<file path="src/rtl/host_mbox.sv">
module host_mbox #(
  parameter int NW = 4
) (
  input  logic        clk,
  input  logic        rst_n,
  input  logic        host_wr,
  input  logic [7:0]  host_addr,
  input  logic [31:0] host_wdata,
  output logic [31:0] host_rdata,
  output logic        host_irq,
  output logic        doorbell,
  output logic [31:0] ctl_cmd,
  input  logic [1:0]  ctl_obuf_idx,
  output logic [31:0] ctl_obuf_rdata,
  input  logic        ctl_done,
  input  logic        ctl_err,
  input  logic [7:0]  ctl_ecode,
  input  logic [7:0]  ctl_init_id,
  input  logic        ctl_ibuf_we,
  input  logic [1:0]  ctl_ibuf_idx,
  input  logic [31:0] ctl_ibuf_wdata
);
  localparam int IW = $clog2(NW);
  localparam logic [7:0] A_CMD  = 8'h00;
  localparam logic [7:0] A_STAT = 8'h04;
  localparam logic [3:0] A_OBUF = 4'h8;
  localparam logic [3:0] A_IBUF = 4'h9;
  localparam int IOC_BIT = 8;

  logic [31:0] cmd_q;
  logic        busy_q, err_q, irq_q;
  logic [7:0]  ecode_q, init_q;
  logic [31:0] obuf [NW];
  logic [31:0] ibuf [NW];

  wire [7:0]    word_addr = {host_addr[7:2], 2'b00};
  wire [IW-1:0] hidx      = host_addr[IW+1:2];
  wire          hit_obuf  = host_addr[7:4] == A_OBUF;
  wire          hit_ibuf  = host_addr[7:4] == A_IBUF;
  wire          cmd_acc   = host_wr && word_addr == A_CMD && !busy_q;
  wire          done_acc  = ctl_done && busy_q;
  wire          ack       = host_wr && word_addr == A_STAT && host_wdata[2];

  always_ff @(posedge clk) begin
    if (!rst_n) begin
      cmd_q    <= '0;
      busy_q   <= 1'b0;
      err_q    <= 1'b0;
      irq_q    <= 1'b0;
      ecode_q  <= '0;
      init_q   <= '0;
      doorbell <= 1'b0;
      host_irq <= 1'b0;
    end else begin
      doorbell <= cmd_acc;
      host_irq <= done_acc && cmd_q[IOC_BIT];
      if (cmd_acc) begin
        cmd_q  <= host_wdata;
        busy_q <= 1'b1;
      end
      if (done_acc) begin
        busy_q  <= 1'b0;
        err_q   <= ctl_err;
        ecode_q <= ctl_ecode;
        init_q  <= ctl_init_id;
      end
      if (done_acc && cmd_q[IOC_BIT]) irq_q <= 1'b1;
      else if (ack)                    irq_q <= 1'b0;
    end
  end

  for (genvar i = 0; i < NW; i++) begin : g_buf
    always_ff @(posedge clk) begin
      if (!rst_n) begin
        obuf[i] <= '0;
        ibuf[i] <= '0;
      end else begin
        if (host_wr && hit_obuf && hidx == IW'(i)) obuf[i] <= host_wdata;
        if (ctl_ibuf_we && ctl_ibuf_idx == IW'(i)) ibuf[i] <= ctl_ibuf_wdata;
      end
    end
  end

  wire [31:0] status = {8'h00, ecode_q, init_q, cmd_q[15:12], 1'b0, irq_q, err_q, busy_q};

  assign ctl_cmd        = cmd_q;
  assign ctl_obuf_rdata = obuf[ctl_obuf_idx];
  assign host_rdata     = (word_addr == A_STAT) ? status :
                          hit_ibuf              ? ibuf[hidx] : 32'h0;
endmodule


</file>
<file path="config.mk">
export PLATFORM = sky130hd
export DESIGN_NAME = host_mbox
export DESIGN_NICKNAME = d
export VERILOG_FILES = /design/src/rtl/host_mbox.sv
export SDC_FILE = /design/constraint.sdc
export NUM_CORES = 1
export LEC_CHECK = 0
export ABC_AREA = 1
export CORE_MARGIN = 5
export CORE_UTILIZATION = 55
export CTS_BUF_LIST = sky130_fd_sc_hd__clkbuf_8
export DETAILED_ROUTE_END_ITERATION = 7
export DONT_BUFFER_PORTS = 1
export GPL_TIMING_DRIVEN = 0
export PLACE_DENSITY = 0.73
export SLEW_MARGIN = 0
export SYNTH_ARGS = -nofsm -noshare
export SYNTH_HDL_FRONTEND = slang
export SYNTH_SLANG_ARGS = --single-unit
</file>
<file path="constraint.sdc">
create_clock -name clk -period 3.8 [get_ports clk]
set_input_delay 0.95 -clock clk [delete_from_list [all_inputs] [get_ports clk]]
set_output_delay 0.95 -clock clk [all_outputs]
set_load 0.02 [all_outputs]
</file>
==> results of run 1 <==
==> cell type report <==
| class | instances | area share |
|---|---|---|
| plain buffers | 81 | 0.0289 |
| clock buffers | 55 | 0.0508 |
| clock inverters | 36 | 0.0113 |
| inverters | 82 | 0.0207 |
| multi-input cells | 948 | 0.272 |
| flip-flops and latches | 309 | 0.588 |
| well taps | 324 | 0.0272 |
| repair buffers | 1 | 0.00185 |
==> tightest hold or removal path: cells and delay by family (launching register included) <==
family / cells / cell delay [ns]
simple gates: 2 / 0.13
flops: 1 / 0.33
==> per-layer routing <==
layer	vias to the layer above	wire length, um	part of all wire	GRT usage
met1	4642	13400	0.37	0.314
met2	503	17400	0.48	0.421
li1	4738	-	-	-
met4	6	1490	0.041	0.107
met3	102	3640	0.10	0.0685
met5	-	54	0.0015	0
==> kinds of logic (layout without fill, tap and decap cells) <==
family,after synthesis,after routing,synth area share
simple gates,832,832,0.252
flops,309,309,0.648
buf+inv,163,255,0.0547
compound gates,116,116,0.0460
==> flip-flops by register name (all words and copies together), names as in the netlist <==
signal / flops
ecode_q: 8
doorbell: 1
irq_q: 1
busy_q: 1
obuf: 128
init_q: 8
ctl_cmd: 32
ibuf: 128
host_irq: 1
err_q: 1
==> how the worst max path moves through the flow <==
stage	depth (start not counted)	slack, ns	end	from
after floorplan	4	0.61	obuf[0][0]	host_addr[2]
after global placement	4	-0.55	obuf[0][29]	host_addr[2]
after detailed placement	5	0.47	ctl_obuf_rdata[14]	ctl_obuf_idx[0]
after CTS	5	0.46	ctl_obuf_rdata[30]	ctl_obuf_idx[0]
after global routing	5	0.34	ctl_obuf_rdata[13]	ctl_obuf_idx[0]
final	5	0.44	ctl_obuf_rdata[11]	ctl_obuf_idx[0]
==> per-stage QoR <==
step / util / TNS, ns / power (W)
after floorplan: - / 0 / 0.00433
after global placement: 0.574 / -17.51 / 0.00448
after detailed placement: 0.576 / 0 / 0.00450
after CTS: 0.614 / 0 / 0.00711
after global routing: 0.614 / 0 / 0.00736
final: 0.614 / 0 / 0.00709
==> power groups by stage <==
stage / logic [W] / registers (W) / clock network [W]
2_1_floorplan: 0.000375 / 0.00396 / 0
3_3_place_gp: 0.000514 / 0.00397 / 0
3_5_place_dp: 0.000529 / 0.00397 / 0
4_1_cts: 0.000531 / 0.00390 / 0.00268
5_1_grt: 0.000584 / 0.00391 / 0.00286
6_report: 0.000530 / 0.00390 / 0.00266
==> cells in the final DEF, fill, tap and decap left out, drive strengths merged, types with 10 or more instances in the layout <==
master and instances:
buf 47, nand3 67, inv 106, nor2 447, o21ai 83, o22ai 32
edfxtp 256, nand2 314, dfxtp 53, clkinv 10, clkbuf 90
==> results.json, run 1 <==
{
  "outcome": "complete, but fails checks",
  "failed_checks": "design-rule violations",
  "final_hold_viol_count": 0,
  "ff2ff_path_depth": 7,
  "regToRegSetupSlack_ns": 2.24,
  "netlist_instances": 1420,
  "synthToLayoutAreaGrowth_pct": 10.3,
  "number_of_top_level_design_ports": 196,
  "drtIter0Drc": 885,
  "detailroute.via_count": 9991,
  "flop_pwr_share": 0.550,
  "maximum_number_of_pins_on_one_net_before_global_route_repair": 33,
  "placement.cell_area_um2": 14000,
  "finalClockSkew_ns": 0.0140,
  "place_ws_ns": 0.470,
  "timing.max_slew.rel_slack": 0.381,
  "post_cts_hold_buffer_count": 0,
  "worst-endpoint-arrival_ns": 2.41,
  "fillerInstances": 2012,
  "buffer_ports.inserted": 0,
  "overflow": 0,
  "yosys.cell_count.top_type": "sky130_fd_sc_hd__nor2_1",
  "placed_cells_incl_taps": 1745,
  "setup_ws_ns": 0.436,
  "rows": 57,
  "detail_route.wirelength_um": 36000,
  "antenna_found_initial": 3,
  "achievable-frequency_ghz": 0.297,
  "die_h_um": 167,
  "synth.cell_area_um2": 13500,
  "fin_area_um2": 14900,
  "critPathCaptureType": "output port",
  "wl_per_cell_um": 19.6,
  "timing.rr.end": "ctl_cmd[11]",
  "post_layout_nonfiller_instances": 1836,
  "crit-reg2reg-launch": "busy_q",
  "internal-power_w": 0.00535,
  "min-delay-start": "ecode_q[4]",
  "total_switching_power_w": 0.00173,
  "critical_path.cell_chain": "buf_2, clkinv_1, buf_1, nor2_1, o22ai_1",
  "fin_crit_ns": 3.36,
  "holdCritPathClass": "flip-flop to flip-flop",
  "worstSetupStartpointType": "input port",
  "power.share.combinational": 0.075,
  "timing_worst_slew_pin_value_ns": 0.925,
  "ys.flop_type": "sky130_fd_sc_hd__edfxtp_1",
  "multiInputGateArea_um2": 4050,
  "number_of_buffers_created_by_cts": 49,
  "drt_first_pass_iters": 8,
  "antenna_violating_nets_post_route": 0,
  "path_class": "input port to output port",
  "worst_ep_required_time_ns": 2.85,
  "post_cts.resized_instances": 0,
  "drive_gt1_frac": 0.105,
  "diodes": 0,
  "register_area_um2": 8750,
  "hold-path-cell-count": 2,
  "final_report_setup_violation_count": 0,
  "postSynth.asyncResetShare": 0,
  "hold_path_end": "ecode_q[4]",
  "crit_path_top_delay_cell": "sky130_fd_sc_hd__o22ai_1",
  "path_max_fanout": 10,
  "power_frac_clock": 0.375,
  "core-area_um2": 24200,
  "clk-insertion-delay-late_ns": 0.56,
  "vias_per_inst": 5.44,
  "net_count_synth": 1518,
  "cts_max_path_buffers": 3,
  "ys_ff_latch": 309,
  "post-dp-hpwl_um": 24300,
  "postCtsSetupRepairBufs": 0,
  "path_delay_family": "buffers and inverters",
  "fp.dieW_um": 167,
  "maximum_ir_drop_on_the_vdd_rail_mv": 0.307,
  "tritoncts": "built",
  "synthesis.yosys.warnings": 0,
  "power-per-cell-area_nw_per_um2": 476,
  "fin_nets": 1570,
  "synth_top_cells_by_area": "sky130_fd_sc_hd__edfxtp_1 57%, sky130_fd_sc_hd__nor2_1 11%, sky130_fd_sc_hd__nand2_1 8.7%",
  "drt_drc_violations_left": 7,
  "cts_htree_levels": 2,
  "final.hold.worst_slack_ns": 0.488,
  "gpl.final_weighted_congestion": 0.853,
  "synth_seq_area_share": 0.648,
  "period_share": 0.885,
  "synth_top_cell_by_area": "sky130_fd_sc_hd__edfxtp_1",
  "ctsRootBufferMaster": "sky130_fd_sc_hd__clkbuf_8",
  "cpPeakStageDelay_ns": 0.52,
  "global_route_wire_length_before_repair_um": 54900,
  "drv_cap": 0,
  "power.switching_fraction": 0.245,
  "yosysTopAreaCellShare": 0.569,
  "setup_repair_after_global_routing_missed_its_margin": "no",
  "synth_top_cells_by_count": "411 x sky130_fd_sc_hd__nor2_1, 313 x sky130_fd_sc_hd__nand2_1, 256 x sky130_fd_sc_hd__edfxtp_1, 83 x sky130_fd_sc_hd__o21ai_0, 75 x sky130_fd_sc_hd__inv_1",
  "synth-edff-count": 256,
  "floorplan.initialDensity": 0.557,
  "syn-mean-instance-area_um2": 9.51,
  "final_max_slew_viol_count": 0,
  "first_global_vias": 9849,
  "synthDistinctLibCells": 24,
  "static-leakage-power_nw": 6.11,
  "grtUsageTotal": 0.253,
  "clock_sinks": 309,
  "worst_setup_hold_path_clk_slew_ns": 0.06,
  "worst-path-buf-inv": 3,
  "dieArea_um2": 27800
}
Power figures use the tool's default switching activity.
==> inputs of run 2 (changes only) <==
Settings changed: CORE_UTILIZATION 55 to 45, GPL_TIMING_DRIVEN 0 to unset, PLACE_DENSITY 0.73 to unset.
==> results.json, run 2 (synthesis results as in run 1) <==
{
  "post-dp-hpwl_um": 21700,
  "flop_pwr_share": 0.551,
  "fin_crit_ns": 3.16,
  "wl_per_cell_um": 19.4,
  "ctsRootBufferMaster": "sky130_fd_sc_hd__clkbuf_8",
  "post_layout_nonfiller_instances": 1860,
  "power-per-cell-area_nw_per_um2": 478,
  "drv_cap": 0,
  "power.switching_fraction": 0.242,
  "synthToLayoutAreaGrowth_pct": 9.64,
  "diodes": 0,
  "timing.max_slew.rel_slack": 0.290,
  "antenna_found_initial": 2,
  "global_route_wire_length_before_repair_um": 55300,
  "dieArea_um2": 33600,
  "worst_setup_hold_path_clk_slew_ns": 0.05,
  "maximum_ir_drop_on_the_vdd_rail_mv": 0.252,
  "die_h_um": 183,
  "core-area_um2": 29600,
  "internal-power_w": 0.00536,
  "ff2ff_path_depth": 5,
  "fp.dieW_um": 183,
  "final_hold_viol_count": 0,
  "rows": 63,
  "critical_path.cell_chain": "inv_2, nor2_4, nand3_1, inv_2, nand2_1, nand2_1",
  "clock_sinks": 309,
  "clk-insertion-delay-late_ns": 0.57,
  "period_share": 0.831,
  "holdCritPathClass": "flip-flop to flip-flop",
  "finalClockSkew_ns": 0.0203,
  "fillerInstances": 2792,
  "grtUsageTotal": 0.211,
  "post-route-util": 0.500,
  "drive_gt1_frac": 0.0980,
  "post_cts.resized_instances": 0,
  "hold_path_end": "ecode_q[6]",
  "min-delay-start": "ecode_q[6]",
  "drt_first_pass_iters": 5,
  "worst_ep_required_time_ns": 2.85,
  "post_cts_hold_buffer_count": 0,
  "gpl.final_weighted_congestion": 0.746,
  "detail_route.wirelength_um": 36200,
  "path_class": "input port to output port",
  "number_of_buffers_created_by_cts": 52,
  "detailroute.via_count": 9713,
  "drt_drc_violations_left": 0,
  "hold-path-cell-count": 2,
  "power_frac_clock": 0.379,
  "crit-reg2reg-launch": "busy_q",
  "setup_repair_after_global_routing_missed_its_margin": "no",
  "buffer_ports.inserted": 0,
  "power_w": 0.00707,
  "placed_cells_incl_taps": 1762,
  "static-leakage-power_nw": 6.05,
  "overflow": 0,
  "fin_nets": 1524,
  "outcome": "completed",
  "cpPeakStageDelay_ns": 0.37,
  "antenna_violating_nets_post_route": 0,
  "drtIter0Drc": 636,
  "cts_max_path_buffers": 3,
  "number_of_top_level_design_ports": 196,
  "final_max_slew_viol_count": 0,
  "mostFrequentLayoutCell": "sky130_fd_sc_hd__nor2_1",
  "total_switching_power_w": 0.00171,
  "multiInputGateArea_um2": 4030,
  "worst-path-buf-inv": 2,
  "layout.cells.most_common_list": "410 x sky130_fd_sc_hd__nor2_1, 313 x sky130_fd_sc_hd__nand2_1, 256 x sky130_fd_sc_hd__edfxtp_1",
  "path_delay_family": "simple AND/OR/NAND/NOR gates",
  "tritoncts": "built",
  "worstSetupStartpointType": "input port",
  "tns_ns": 0,
  "achievable-frequency_ghz": 0.317,
  "timing.rr.end": "irq_q",
  "postCtsSetupRepairBufs": 0,
  "crit_path_top_delay_cell": "sky130_fd_sc_hd__inv_2",
  "final_report_setup_violation_count": 0,
  "maximum_number_of_pins_on_one_net_before_global_route_repair": 70,
  "register_area_um2": 8750,
  "floorplan.initialDensity": 0.456,
  "worst-endpoint-arrival_ns": 2.21,
  "critPathCaptureType": "output port",
  "power.share.combinational": 0.070,
  "cts_htree_levels": 2,
  "first_global_vias": 9605,
  "path_max_fanout": 27,
  "vias_per_inst": 5.22,
  "regToRegSetupSlack_ns": 2.10,
  "timing_worst_slew_pin_value_ns": 1.06
}
run 2: power groups by stage:
stage	clock network, W	registers, W	logic [W]
finish	0.00268	0.00390	0.000495
CTS	0.00276	0.00390	0.000503
floorplan	0	0.00396	0.000375
global placement	0	0.00396	0.000496
global route	0.00290	0.00391	0.000549
detailed placement	0	0.00397	0.000502
run 2: worst reg2reg max path: cells and delay by family (launching register included):
kind | cells | cell delay [ns]
buffers and inverters | 2 | 0.80
flip-flops | 1 | 0.33
AND/OR/NAND/NOR | 2 | 0.33
AO/OA/AOI/OAI | 1 | 0.12
run 2: how the worst max path moves through the flow:
stage / slack, ns / cells past startpoint / end / start
6_report: 0.64 / 6 / host_rdata[6] / host_addr[2]
5_1_grt: 0.51 / 6 / host_rdata[8] / host_addr[2]
4_1_cts: 0.65 / 6 / host_rdata[23] / host_addr[2]
3_5_place_dp: 0.65 / 6 / host_rdata[23] / host_addr[2]
3_3_place_gp: 0.64 / 6 / host_rdata[5] / host_addr[2]
2_1_floorplan: 0.61 / 4 / obuf[0][0] / host_addr[2]
run 2: metrics by stage:
stage / worst slack (ns) / hold WS (ns) / cell area, um^2
floorplan: 0.614 / 0.447 / 13500
global placement: 0.642 / 0.466 / 13800
detailed placement: 0.651 / 0.474 / 13800
CTS: 0.647 / 0.486 / 14800
global route: 0.506 / 0.504 / 14800
finish: 0.642 / 0.486 / 14800
run 2: area by class of cell:
type                    instances  share of cell area
clock inverters                40              0.0107
flip-flops and latches        309               0.591
clock buffers                  58              0.0539
multi-input cells             948               0.272
inverters                      82              0.0208
repair buffers                 33              0.0184
well taps                     390              0.0330
run 2: layer usage:
layer / vias up / share of wire / track usage
li1: 4646 / - / -
met2: 355 / 0.49 / 0.357
met3: 75 / 0.075 / 0.0486
met4: 4 / 0.024 / 0.0620
met5: - / 0.00097 / 0
met1: 4633 / 0.41 / 0.273
==> inputs of run 3 (changes only) <==
Settings changed: ABC_AREA 1 to 0.
Clock period 3.8 ns to 3.3 ns, I/O delays scaled along.
==> results.json, run 3 <==
{
  "setup_repair_after_global_routing_missed_its_margin": "no",
  "final.hold.worst_slack_ns": 0.377,
  "first_global_vias": 8046,
  "tritoncts": "built",
  "drt_drc_violations_left": 0,
  "regToRegSetupSlack_ns": 1.32,
  "globalRouteMet1Util": 0.236,
  "hold_path_end": "ecode_q[5]",
  "maximum_ir_drop_on_the_vdd_rail_mv": 0.307,
  "groute.layer.met3.usage": 0.0674,
  "global_route_wire_length_before_repair_um": 49700,
  "yosys.area_share.simple": 0.165,
  "worst-path-buf-inv": 1,
  "worstSetupStartpointType": "input port",
  "drive_gt1_frac": 0.186,
  "synth.cell_area_um2": 13300,
  "ctsRootBufferMaster": "sky130_fd_sc_hd__clkbuf_8",
  "fin_crit_ns": 2.91,
  "net_count_synth": 1018,
  "crit-reg2reg-launch": "busy_q",
  "number_of_buffers_created_by_cts": 54,
  "drt_first_pass_iters": 4,
  "core-area_um2": 29500,
  "fin_nets": 1041,
  "worst-endpoint-arrival_ns": 2.08,
  "synth-edff-count": 256,
  "cts_htree_levels": 2,
  "flop_pwr_share": 0.553,
  "diodes": 0,
  "multiInputGateArea_um2": 4440,
  "ys_ff_latch": 309,
  "final_report_setup_violation_count": 0,
  "ff2ff_path_depth": 3,
  "number_of_top_level_design_ports": 196,
  "yosys-mux-area-fraction": 0.108,
  "finalClockSkew_ns": 0.0213,
  "post-route-util": 0.507,
  "cts_max_path_buffers": 3,
  "achievable-frequency_ghz": 0.344,
  "floorplan.initialDensity": 0.453,
  "fp.dieW_um": 182,
  "critical_path.cell_chain": "or4_1, nor2_2, buf_12, a22o_1",
  "timing.max_slew.rel_slack": 0.492,
  "register_area_um2": 8750,
  "hold-path-cell-count": 2,
  "largest_family_of_logic_cells_by_synthesized_area": "simple AND/OR/NAND/NOR gates",
  "post_cts_hold_buffer_count": 0,
  "synth_compound_gate_area_share": 0.0496,
  "buffer_ports.inserted": 0,
  "vias_per_inst": 5.50,
  "netlist_instances": 920,
  "holdCritPathClass": "input port to flip-flop",
  "crit_path_top_delay_cell": "sky130_fd_sc_hd__or4_1",
  "min-delay-start": "ctl_ecode[5]",
  "fillerInstances": 2527,
  "synth_top_cell_by_area": "sky130_fd_sc_hd__edfxtp_1",
  "layout.cells.most_common_list": "266 x sky130_fd_sc_hd__and2_1, 256 x sky130_fd_sc_hd__edfxtp_1, 64 x sky130_fd_sc_hd__mux4_2",
  "post_synth_xor_area_fraction": 0,
  "path_max_fanout": 23,
  "timing.rr.end": "ctl_cmd[21]",
  "drtIter0Drc": 496,
  "postSynth.asyncResetShare": 0,
  "internal-power_w": 0.00626,
  "synthToLayoutAreaGrowth_pct": 12.1,
  "path_class": "input port to output port",
  "overflow": 0,
  "mostFrequentLayoutCell": "sky130_fd_sc_hd__and2_1",
  "wl_per_cell_um": 24.0,
  "groute.layer.met2.usage": 0.339,
  "post-dp-hpwl_um": 20200,
  "dieArea_um2": 33200,
  "detailroute.via_count": 7556,
  "worst_setup_hold_path_clk_slew_ns": 0.06,
  "power-per-cell-area_nw_per_um2": 542,
  "power.switching_fraction": 0.228,
  "clk-insertion-delay-late_ns": 0.58,
  "ys.flop_type": "sky130_fd_sc_hd__edfxtp_1",
  "die_h_um": 182,
  "synthesis.yosys.warnings": 0,
  "syn-mean-instance-area_um2": 14.5,
  "antenna_violating_nets_post_route": 0,
  "worst_ep_required_time_ns": 2.47,
  "synth_seq_area_share": 0.656,
  "antenna_found_initial": 1,
  "critPathCaptureType": "output port",
  "total_switching_power_w": 0.00185,
  "timing_worst_slew_pin_value_ns": 0.763,
  "path_delay_family": "simple AND/OR/NAND/NOR gates",
  "static-leakage-power_nw": 5.18,
  "period_share": 0.881,
  "synth_top_cells_by_area": "sky130_fd_sc_hd__edfxtp_1 58%, sky130_fd_sc_hd__and2_1 12%, sky130_fd_sc_hd__mux4_2 11%",
  "final_max_slew_viol_count": 0,
  "most_congested_layer_reported_by_global_routing": "met2",
  "clock_sinks": 309,
  "postCtsSetupRepairBufs": 0,
  "outcome": "completed",
  "post_cts.resized_instances": 0,
  "yosysTopAreaCellShare": 0.576,
  "power.share.combinational": 0.060,
  "gpl.final_weighted_congestion": 0.746,
  "power_frac_clock": 0.387,
  "final_hold_viol_count": 0,
  "grtUsageTotal": 0.196,
  "detail_route.wirelength_um": 33000,
  "yosys.cell_count.top_type": "sky130_fd_sc_hd__and2_1",
  "synth_top_cells_by_count": "266 x sky130_fd_sc_hd__and2_1, 256 x sky130_fd_sc_hd__edfxtp_1, 64 x sky130_fd_sc_hd__mux4_2, 53 x sky130_fd_sc_hd__dfxtp_1, 50 x sky130_fd_sc_hd__a21oi_1",
  "cpPeakStageDelay_ns": 0.57,
  "drv_cap": 0,
  "maximum_number_of_pins_on_one_net_before_global_route_repair": 40,
  "synthDistinctLibCells": 32,
  "fraction_of_the_mapped_netlist_area_in_adder_cells": 0,
  "rows": 63
}
[run 3: changes by cell type in the layout (fill, tap and decap cells not counted), moves of 50 or more]
cell                      previous run  this run
sky130_fd_sc_hd__and2_1              0       266
sky130_fd_sc_hd__nor2_1            410         2
sky130_fd_sc_hd__nand2_1           313        40
sky130_fd_sc_hd__o21ai_0            82        32
sky130_fd_sc_hd__inv_1             107        29
sky130_fd_sc_hd__mux4_2              0        64
[run 3: worst max-delay path by stage]
stage	startpoint	endpoint	depth (start not counted)
CTS	host_addr[5]	host_rdata[8]	4
global placement	host_addr[5]	host_rdata[23]	4
detailed placement	host_addr[5]	host_rdata[8]	4
finish	host_addr[5]	host_rdata[8]	4
global route	host_addr[5]	host_rdata[8]	4
floorplan	ctl_ibuf_idx[1]	ibuf[1][0]	2
[run 3: layout make-up]
class / count / share of cell area
timing repair buffer: 33 / 0.0199
clock buffer: 59 / 0.0543
inverter: 3 / 0.000753
sequential: 309 / 0.585
multi-input combinational: 542 / 0.297
tap: 390 / 0.0326
clock inverter: 38 / 0.0104
[run 3: per-layer routing]
| metal | routed length [um] | share of wire |
|---|---|---|
| met1 | 12800 | 0.39 |
| met2 | 16600 | 0.50 |
| met3 | 2850 | 0.087 |
| met4 | 664 | 0.020 |
| met5 | 20 | 0.00061 |
[run 3: cell families (layout without fill, tap and decap cells)]
group                  Yosys count  count (layout)
flip-flops                     309             309
AO/OA/AOI/OAI                  114             114
AND/OR/NAND/NOR                364             364
multiplexers                    64              64
buffers and inverters           69             133
[run 3: worst reg2reg max path: stages, from the launching register on]
cell	delay (ns)
sky130_fd_sc_hd__dfxtp_1	0.37
sky130_fd_sc_hd__or4b_2	1.07
sky130_fd_sc_hd__o21ai_0	0.31
sky130_fd_sc_hd__a21oi_1	0.10
[run 3: power by group through the flow]
stage	combinational, W	sequential (W)	clock, W
2_1_floorplan	0.000386	0.00455	0
3_3_place_gp	0.000497	0.00455	0
3_5_place_dp	0.000499	0.00456	0
4_1_cts	0.000499	0.00448	0.00324
5_1_grt	0.000516	0.00450	0.00343
6_report	0.000486	0.00448	0.00314
[run 3: per-stage QoR]
stage | setup TNS [ns] | setup WS, ns | instances | power [W] | instance area, um^2
after floorplan | -40.94 | -0.455 | 920 | 0.00493 | 13400
after global placement | 0 | 0.384 | 1277 | 0.00505 | 14000
after detailed placement | 0 | 0.399 | 1277 | 0.00506 | 14000
after CTS | 0 | 0.386 | 1374 | 0.00822 | 15000
after global routing | 0 | 0.325 | 1374 | 0.00845 | 15000
final | 0 | 0.392 | 1374 | 0.00811 | 15000
